### src/rtl/irw_pkg.sv
package irw_pkg;
  typedef enum logic [1:0] {ST_IDLE, ST_RUN, ST_FULL, ST_DONE} cap_state_e;
  localparam int A_CFG     = 0;
  localparam int A_THD     = 1;
  localparam int A_PERIOD  = 2;
  localparam int A_RESTART = 3;
  localparam int A_IRQ_EN  = 4;
  localparam int A_IRQ_CLR = 5;
  localparam int A_CAP     = 16;
  localparam int DG_W      = 5;
  localparam int OK_W      = 7;
endpackage

### src/rtl/irw_tick.sv
module irw_tick #(
  parameter int PERIOD_W = 16
) (
  input  logic                clk_i,
  input  logic                rst_ni,
  input  logic [PERIOD_W-1:0] period_i,
  output logic                tick_o
);
  logic [PERIOD_W-1:0] cnt_q;

  assign tick_o = (cnt_q >= period_i);

  always_ff @(posedge clk_i or negedge rst_ni) begin
    if (!rst_ni)     cnt_q <= '0;
    else if (tick_o) cnt_q <= '0;
    else             cnt_q <= cnt_q + 1'b1;
  end
endmodule

### src/rtl/irw_filter.sv
module irw_filter #(
  parameter bit ACTIVE_LOW = 1'b1,
  parameter int DG_W       = 5
) (
  input  logic            clk_i,
  input  logic            rst_ni,
  input  logic            ir_i,
  input  logic            tick_i,
  input  logic [DG_W-1:0] dg_i,
  output logic            mark_o,
  output logic            chg_o
);
  localparam logic IDLE_RAW = ACTIVE_LOW ? 1'b1 : 1'b0;

  logic            s1_q, s2_q, raw_mark;
  logic            mark_q;
  logic [DG_W-1:0] run_q;
  logic [DG_W:0]   need;

  always_ff @(posedge clk_i or negedge rst_ni) begin
    if (!rst_ni) begin
      s1_q <= IDLE_RAW;
      s2_q <= IDLE_RAW;
    end else begin
      s1_q <= ir_i;
      s2_q <= s1_q;
    end
  end

  generate
    if (ACTIVE_LOW) begin : g_low
      assign raw_mark = ~s2_q;
    end else begin : g_high
      assign raw_mark = s2_q;
    end
  endgenerate

  assign need   = (dg_i == '0) ? (DG_W+1)'(1) : {1'b0, dg_i};
  assign chg_o  = tick_i && (raw_mark != mark_q) && (({1'b0, run_q} + 1'b1) >= need);
  assign mark_o = mark_q;

  always_ff @(posedge clk_i or negedge rst_ni) begin
    if (!rst_ni) begin
      mark_q <= 1'b0;
      run_q  <= '0;
    end else if (tick_i) begin
      if (raw_mark == mark_q) run_q <= '0;
      else if (chg_o) begin
        mark_q <= raw_mark;
        run_q  <= '0;
      end else run_q <= run_q + 1'b1;
    end
  end

  // accepted level only moves on a sample tick
  p_change_on_tick_r9: assert property (@(posedge clk_i) disable iff (!rst_ni)
    !$stable(mark_q) |-> $past(tick_i));
endmodule

### src/rtl/irw_engine.sv
module irw_engine
  import irw_pkg::*;
#(
  parameter int NUM_ENT = 68,
  parameter int OK_UNIT = 128
) (
  input  logic                    clk_i,
  input  logic                    rst_ni,
  input  logic                    tick_i,
  input  logic                    active_i,
  input  logic                    mark_i,
  input  logic                    chg_i,
  input  logic                    restart_i,
  input  logic [OK_W-1:0]         ok_i,
  output logic [NUM_ENT-1:0][7:0] ent_o,
  output logic                    done_set_o
);
  localparam int IDX_W = $clog2(NUM_ENT);
  localparam int SEG_W = OK_W + $clog2(OK_UNIT) + 1;

  cap_state_e              st_q;
  logic [IDX_W-1:0]        idx_q;
  logic [SEG_W-1:0]        seg_q, seg_inc, limit;
  logic [NUM_ENT-1:0][7:0] ent_q;
  logic [7:0]              width8;
  logic [OK_W-1:0]         ok_eff;
  logic                    step, end_hit;

  assign ok_eff  = (ok_i == '0) ? OK_W'(1) : ok_i;
  assign limit   = SEG_W'(ok_eff) * SEG_W'(OK_UNIT);
  assign seg_inc = (&seg_q) ? seg_q : seg_q + 1'b1;
  assign width8  = (seg_q > SEG_W'(255)) ? 8'hFF : seg_q[7:0];
  assign step    = tick_i && active_i && !restart_i;
  assign end_hit = step && (st_q == ST_RUN || st_q == ST_FULL) && !chg_i &&
                   !mark_i && (seg_q == limit);
  assign done_set_o = end_hit;
  assign ent_o      = ent_q;

  always_ff @(posedge clk_i or negedge rst_ni) begin
    if (!rst_ni) begin
      st_q  <= ST_IDLE;
      idx_q <= '0;
      seg_q <= '0;
      ent_q <= '0;
    end else if (restart_i) begin
      st_q  <= ST_IDLE;
      idx_q <= '0;
      seg_q <= '0;
      ent_q <= '0;
    end else if (step) begin
      case (st_q)
        ST_IDLE: if (chg_i && !mark_i) begin
          st_q  <= ST_RUN;
          idx_q <= '0;
          seg_q <= SEG_W'(1);
        end
        ST_RUN: begin
          if (chg_i) begin
            ent_q[idx_q] <= width8;
            seg_q        <= SEG_W'(1);
            if (idx_q == IDX_W'(NUM_ENT-1)) st_q <= ST_FULL;
            else idx_q <= idx_q + 1'b1;
          end else begin
            seg_q <= seg_inc;
            if (end_hit) st_q <= ST_DONE;
          end
        end
        ST_FULL: begin
          if (chg_i) seg_q <= SEG_W'(1);
          else begin
            seg_q <= seg_inc;
            if (end_hit) st_q <= ST_DONE;
          end
        end
        default: ;
      endcase
    end
  end

  p_idx_bound_r4: assert property (@(posedge clk_i) disable iff (!rst_ni)
    idx_q <= IDX_W'(NUM_ENT-1));
  p_full_no_write_r4: assert property (@(posedge clk_i) disable iff (!rst_ni)
    (st_q == ST_FULL && !restart_i) |=> $stable(ent_q));
  p_done_frozen_r6: assert property (@(posedge clk_i) disable iff (!rst_ni)
    (st_q == ST_DONE && !restart_i) |=> $stable(ent_q));
  p_restart_clear_r7: assert property (@(posedge clk_i) disable iff (!rst_ni)
    restart_i |=> (ent_q == '0 && st_q == ST_IDLE));
endmodule

### src/rtl/irw_rx.sv
module irw_rx
  import irw_pkg::*;
#(
  parameter int NUM_WORDS  = 17,
  parameter int PERIOD_W   = 16,
  parameter int OK_UNIT    = 128,
  parameter bit ACTIVE_LOW = 1'b1,
  parameter int ADDR_W     = 6
) (
  input  logic              clk_i,
  input  logic              rst_ni,
  input  logic              ir_i,
  input  logic              wr_en_i,
  input  logic [ADDR_W-1:0] addr_i,
  input  logic [31:0]       wdata_i,
  output logic [31:0]       rdata_o,
  output logic              irq_o
);
  localparam int NUM_ENT = 4 * NUM_WORDS;
  localparam int WIDX_W  = $clog2(NUM_WORDS);

  logic                    en_q, pw_q, irq_en_q, pend_q;
  logic [OK_W-1:0]         ok_q;
  logic [DG_W-1:0]         dg_q;
  logic [PERIOD_W-1:0]     period_q;
  logic                    tick, mark, chg, restart, irq_clr, done_set;
  logic [NUM_ENT-1:0][7:0] ent;
  logic [NUM_WORDS-1:0][31:0] words;
  logic [ADDR_W-1:0]       widx;
  logic                    wr_unused;

  assign wr_unused = ^{wdata_i[31:23], wdata_i[15:14], wdata_i[12:1]};
  assign restart = wr_en_i && addr_i == ADDR_W'(A_RESTART) && wdata_i[0];
  assign irq_clr = wr_en_i && addr_i == ADDR_W'(A_IRQ_CLR) && wdata_i[0];

  always_ff @(posedge clk_i or negedge rst_ni) begin
    if (!rst_ni) begin
      en_q <= 1'b0; pw_q <= 1'b0; ok_q <= '0; dg_q <= '0;
      period_q <= '0; irq_en_q <= 1'b0; pend_q <= 1'b0;
    end else begin
      if (wr_en_i) begin
        if (addr_i == ADDR_W'(A_CFG)) begin
          en_q <= wdata_i[0];
          pw_q <= wdata_i[13];
          ok_q <= wdata_i[22:16];
        end
        if (addr_i == ADDR_W'(A_THD))    dg_q     <= wdata_i[12:8];
        if (addr_i == ADDR_W'(A_PERIOD)) period_q <= wdata_i[PERIOD_W-1:0];
        if (addr_i == ADDR_W'(A_IRQ_EN)) irq_en_q <= wdata_i[0];
      end
      if (done_set)     pend_q <= 1'b1;
      else if (irq_clr) pend_q <= 1'b0;
    end
  end

  assign irq_o = pend_q & irq_en_q;

  irw_tick #(.PERIOD_W(PERIOD_W)) u_tick (
    .clk_i, .rst_ni, .period_i(period_q), .tick_o(tick)
  );

  irw_filter #(.ACTIVE_LOW(ACTIVE_LOW), .DG_W(DG_W)) u_filter (
    .clk_i, .rst_ni, .ir_i, .tick_i(tick), .dg_i(dg_q), .mark_o(mark), .chg_o(chg)
  );

  irw_engine #(.NUM_ENT(NUM_ENT), .OK_UNIT(OK_UNIT)) u_engine (
    .clk_i, .rst_ni, .tick_i(tick), .active_i(en_q & pw_q), .mark_i(mark),
    .chg_i(chg), .restart_i(restart), .ok_i(ok_q), .ent_o(ent), .done_set_o(done_set)
  );

  assign words = ent;
  assign widx  = addr_i - ADDR_W'(A_CAP);

  always_comb begin
    rdata_o = '0;
    if (addr_i == ADDR_W'(A_CFG))         rdata_o = {9'b0, ok_q, 2'b0, pw_q, 12'b0, en_q};
    else if (addr_i == ADDR_W'(A_THD))    rdata_o = {19'b0, dg_q, 8'b0};
    else if (addr_i == ADDR_W'(A_PERIOD)) rdata_o = 32'(period_q);
    else if (addr_i == ADDR_W'(A_IRQ_EN)) rdata_o = {31'b0, irq_en_q};
    else if (addr_i >= ADDR_W'(A_CAP) && widx < ADDR_W'(NUM_WORDS))
      rdata_o = words[widx[WIDX_W-1:0]];
  end

  p_irq_clear_r8: assert property (@(posedge clk_i) disable iff (!rst_ni)
    (irq_clr && !done_set) |=> !irq_o);
  p_irq_needs_end_r5: assert property (@(posedge clk_i) disable iff (!rst_ni)
    $rose(pend_q) |-> $past(done_set));
endmodule

### config.mk
export PLATFORM = sky130hd
export DESIGN_NAME = irw_rx
export DESIGN_NICKNAME = d
export VERILOG_FILES = /design/src/rtl/irw_pkg.sv /design/src/rtl/irw_tick.sv /design/src/rtl/irw_filter.sv /design/src/rtl/irw_engine.sv /design/src/rtl/irw_rx.sv
export SDC_FILE = /design/constraint.sdc
export NUM_CORES = 1
export LEC_CHECK = 0
export BUFFER_PORTS_ARGS = -buffer_cell sky130_fd_sc_hd__buf_2
export CAP_MARGIN = 10
export CELL_PAD_IN_SITES_DETAIL_PLACEMENT = 1
export CELL_PAD_IN_SITES_GLOBAL_PLACEMENT = 2
export CORE_UTILIZATION = 47
export CTS_CLUSTER_SIZE = 10
export DETAILED_ROUTE_END_ITERATION = 8
export GPL_TIMING_DRIVEN = 0
export HOLD_SLACK_MARGIN = 0.15
export PLACE_DENSITY = 0.95
export SLEW_MARGIN = 40
export SYNTH_ARGS = -nofsm -noshare
export SYNTH_HDL_FRONTEND = slang
export SYNTH_SLANG_ARGS = --single-unit
### constraint.sdc
create_clock -name clk_i -period 10.8 [get_ports clk_i]
set_input_delay 2.16 -clock clk_i [delete_from_list [all_inputs] [get_ports clk_i]]
set_output_delay 2.16 -clock clk_i [all_outputs]
set_load 0.05 [all_outputs]
==> impl_metrics.json <==
{
  "outcome": "completed",
  "grt_util_all_layers": 0.3914,
  "initial_antenna_violation_count": 10,
  "drt_first_iter_violations": 3248,
  "asyncSetResetFlopFracSynth": 1.000,
  "timing.critical_path.required_ns": 8.64,
  "clock_h_tree_levels": 3,
  "yosys.area.top_type": "dfrtp_1",
  "initial_standard_cell_utilization_of_the_core": 0.4770,
  "synth_edf_count": 0,
  "max-slew-margin-rel": 0.3240,
  "num_rows": 92,
  "routed_via_count": 25780,
  "finalMaxSlewViolations": 0,
  "final-setup-viol-count": 0,
  "post_layout_total_power_mw": 5.429,
  "netlist_top_cells_area": "dfrtp_1, mux4_2, o221a_2",
  "portBuffers": 61,
  "timing.critical_path.slowest_cell_delay_ns": 0.66,
  "drt.antenna.violating_nets": 0,
  "crit_path_start_kind": "input pin",
  "grt.overflow.total": 0,
  "worstSetupPathType": "in -> out",
  "skew_ns": 0.02044,
  "die_x_um": 255.5,
  "grt_max_degree": 103,
  "final_critical_path_setup_slack_ns": 3.180,
  "yosysWarningCount": 0,
  "ir_drop_mv": 0.1336,
  "cp_data_arrival_time_ns": 5.46,
  "pre_cts_slack_ns": 3.244,
  "clock_tree_root_driver_cell": "clkbuf_16",
  "p_leak_nw": 14.67,
  "cp.buffers_inverters": 4,
  "dieArea_um2": 65260,
  "firstDrtPassIters": 6,
  "cts.path.max_buffers": 3,
  "die_height_um": 255.5,
  "critPathMaxFanout": 10,
  "worst_setup_hold_path_clk_slew_ns": 0.05,
  "netlist_instances": 2541,
  "post_synth.cell_area_avg_um2": 11.88,
  "drive_above_1_share": 0.2648,
  "post_synth_instance_area_um2": 30200,
  "crit_path_frequent_cell": "buf_2",
  "max-cap-violations": 0,
  "cts_hold_buf": 0,
  "cp_cell_sequence": "clkbuf_1, buf_2, buf_2, mux4_2, mux4_2, a22oi_1, o21ai_0, buf_2",
  "fin_worst_hold_slack_ns": 0.3717,
  "syn_to_final_growth_pct": 13.02,
  "tritoncts": "yes",
  "hpwl_reported_at_the_end_of_detailed_placement_um": 89450,
  "placed_cells_incl_taps": 3459,
  "routed_vias_inst": 7.226,
  "ys_types": 74,
  "detail_routed_net_length_per_standard_cell_um": 35.36,
  "hold_viol_final": 0,
  "cp_slowest_cell": "mux4_2",
  "pwr_density_cell_nw_per_um2": 159.1,
  "grt_pass1_vias": 27370,
  "globalplace.congestion": 1.005,
  "num-nets-final": 2765,
  "setup.worst_path.end_class": "output pin",
  "timing.final.crit_share": 0.7056,
  "drc": 0,
  "numCtsBuffers": 75,
  "grt_first_pass_wirelength_um": 187400,
  "core_area_um2": 63310,
  "cts_repair_resize_count": 0,
  "io-pin-count": 75,
  "cts.sinks": 624,
  "cpLargestDelayFamily": "buffers and inverters",
  "fmax_mhz": 131.2,
  "fin_cells": 3568,
  "portion_of_synthesized_cell_area_occupied_by_the_leading_cell_type": 0.5155,
  "ys_seq_area_frac": 0.5172,
  "synth_seq_cells": 624,
  "path_class_of_the_lowest_slack_min_delay_path": "reg -> reg",
  "drt_wl_total_um": 126200,
  "max_slew.worst_pin.slew_ns": 1.013,
  "final_core_utilization": 0.5391,
  "post_cts_setup_buffers": 0,
  "synthesis.nets": 2615,
  "unrepaired_setup_endpoints_after_global_routing": "false",
  "synth_ff_type": "dfrtp_1",
  "insertion_delay_ns": 0.63,
  "final.min_clock_period_ns": 7.620
}
## state kept, by name, indices dropped and copies added (netlist names)
| register | cells |
|---|---|
| u_filter.s1_q | 1 |
| pw_q | 1 |
| pend_q | 1 |
| u_engine.st_q | 2 |
| dg_q | 5 |
| u_engine.ent_o | 544 |
| en_q | 1 |
| u_engine.idx_q | 7 |
| u_filter.run_q | 5 |
| ok_q | 7 |
| period_q | 16 |
| irq_en_q | 1 |
| u_engine.seg_q | 15 |
| u_filter.s2_q | 1 |
| u_filter.mark_o | 1 |
| u_tick.cnt_q | 16 |
## cells in the final DEF (no fill, tap or decap), types with 7 or more instances in the layout
cell type	count
mux2_2	33
a31oi_1	8
mux2i_1	17
a21oi_1	21
buf_16	7
nor3_1	8
nand4_1	42
xnor2_1	14
and2_1	7
a22oi_1	38
ha_1	32
xor2_1	11
dfrtp_1	622
buf_1	26
buf_2	105
and3_1	12
inv_1	33
clkbuf_1	142
nor3_2	7
nand3_1	268
o21ai_0	281
clkbuf_2	41
clkbuf_16	81
nor2_1	152
a211oi_1	67
o221a_2	222
nand2_1	126
mux4_2	160
nor2_2	15
## cell usage after synthesis (6+ instances only)
cell type  count
buf_2         34
mux2_2        33
o21ai_0      281
clkbuf_1     162
xnor2_1       14
a22oi_1       38
nor4_1         6
nor3_1        10
mux2i_1       17
and2_1         7
nand3_1      268
mux4_2       160
o31ai_1        6
and3_1        12
a211oi_1      67
nor2_2         6
buf_1         40
a41oi_1        6
dfrtp_1      622
inv_1         33
a31oi_1        8
xor2_1        11
nor3_2         6
ha_1          32
nand2_1      126
a21oi_1       21
o221a_2      222
nand4_1       42
nor2_1       163
## routing by layer
layer | vias up | global-route usage | routed length [µm]
met1 | 13520 | 0.4771 | 45570
met2 | 1714 | 0.5869 | 56060
met5 | - | 0.01023 | 200
li1 | 10080 | - | -
met4 | 16 | 0.2282 | 8570
met3 | 453 | 0.1567 | 15780
## report_power, final
part	total [mW]	internal, mW	switching (mW)
clock network	2.37	1.37	0.999
logic	0.571	0.190	0.381
registers	2.49	2.41	0.0734
total	5.43	3.97	1.45
## logic make-up (layout without fill, tap and decap cells)
group / after synthesis / in the layout / synth area share
compound gates: 687 / 687 / 0.1766
other cells: 0 / 3 / 0
mux: 210 / 210 / 0.1373
simple gates: 689 / 689 / 0.1125
fa+ha+maj: 32 / 32 / 0.01326
xor+xnor: 25 / 25 / 0.007251
buf+inv: 274 / 452 / 0.03597
flops: 624 / 624 / 0.5172
## metrics by stage
step                instance area (µm²)  setup TNS (ns)
CTS                               34070               0
global route                      34120               0
floorplan                         30200               0
finish                            34130               0
global placement                  31560        -3184.46
detailed placement                31890               0
## final cells by class
cell class | count | area (µm²)
buffer | 240 | 1022
timing repair buffer | 73 | 559.3
clock inverter | 2 | 13.76
tap | 846 | 1059
clock buffer | 103 | 2160
sequential | 624 | 15620
antenna | 3 | 7.507
inverter | 34 | 127.6
multi-input combinational | 1643 | 13560
fill | 6515 | 29180
## path summary, 6_finish.rpt
path                                               startpoint                         endpoint  slack, ns  cells after the start
max in group asynchronous                              rst_ni  u_engine.ent_o[172]$_DFFE_PN0P_       7.81                      4
min in group asynchronous                              rst_ni    u_engine.seg_q[7]$_DFFE_PN0P_       1.42                      1
worst max-delay path                                addr_i[0]                      rdata_o[22]       3.18                      8
worst min register to register        u_filter.s1_q$_DFF_PN1_          u_filter.s2_q$_DFF_PN1_       0.37                      0
worst max register to register  u_filter.run_q[0]$_DFFE_PN0N_   u_engine.ent_o[34]$_DFFE_PN0P_       6.69                     10
worst min-delay path                  u_filter.s1_q$_DFF_PN1_          u_filter.s2_q$_DFF_PN1_       0.37                      0
Power figures use the tool's default switching activity.
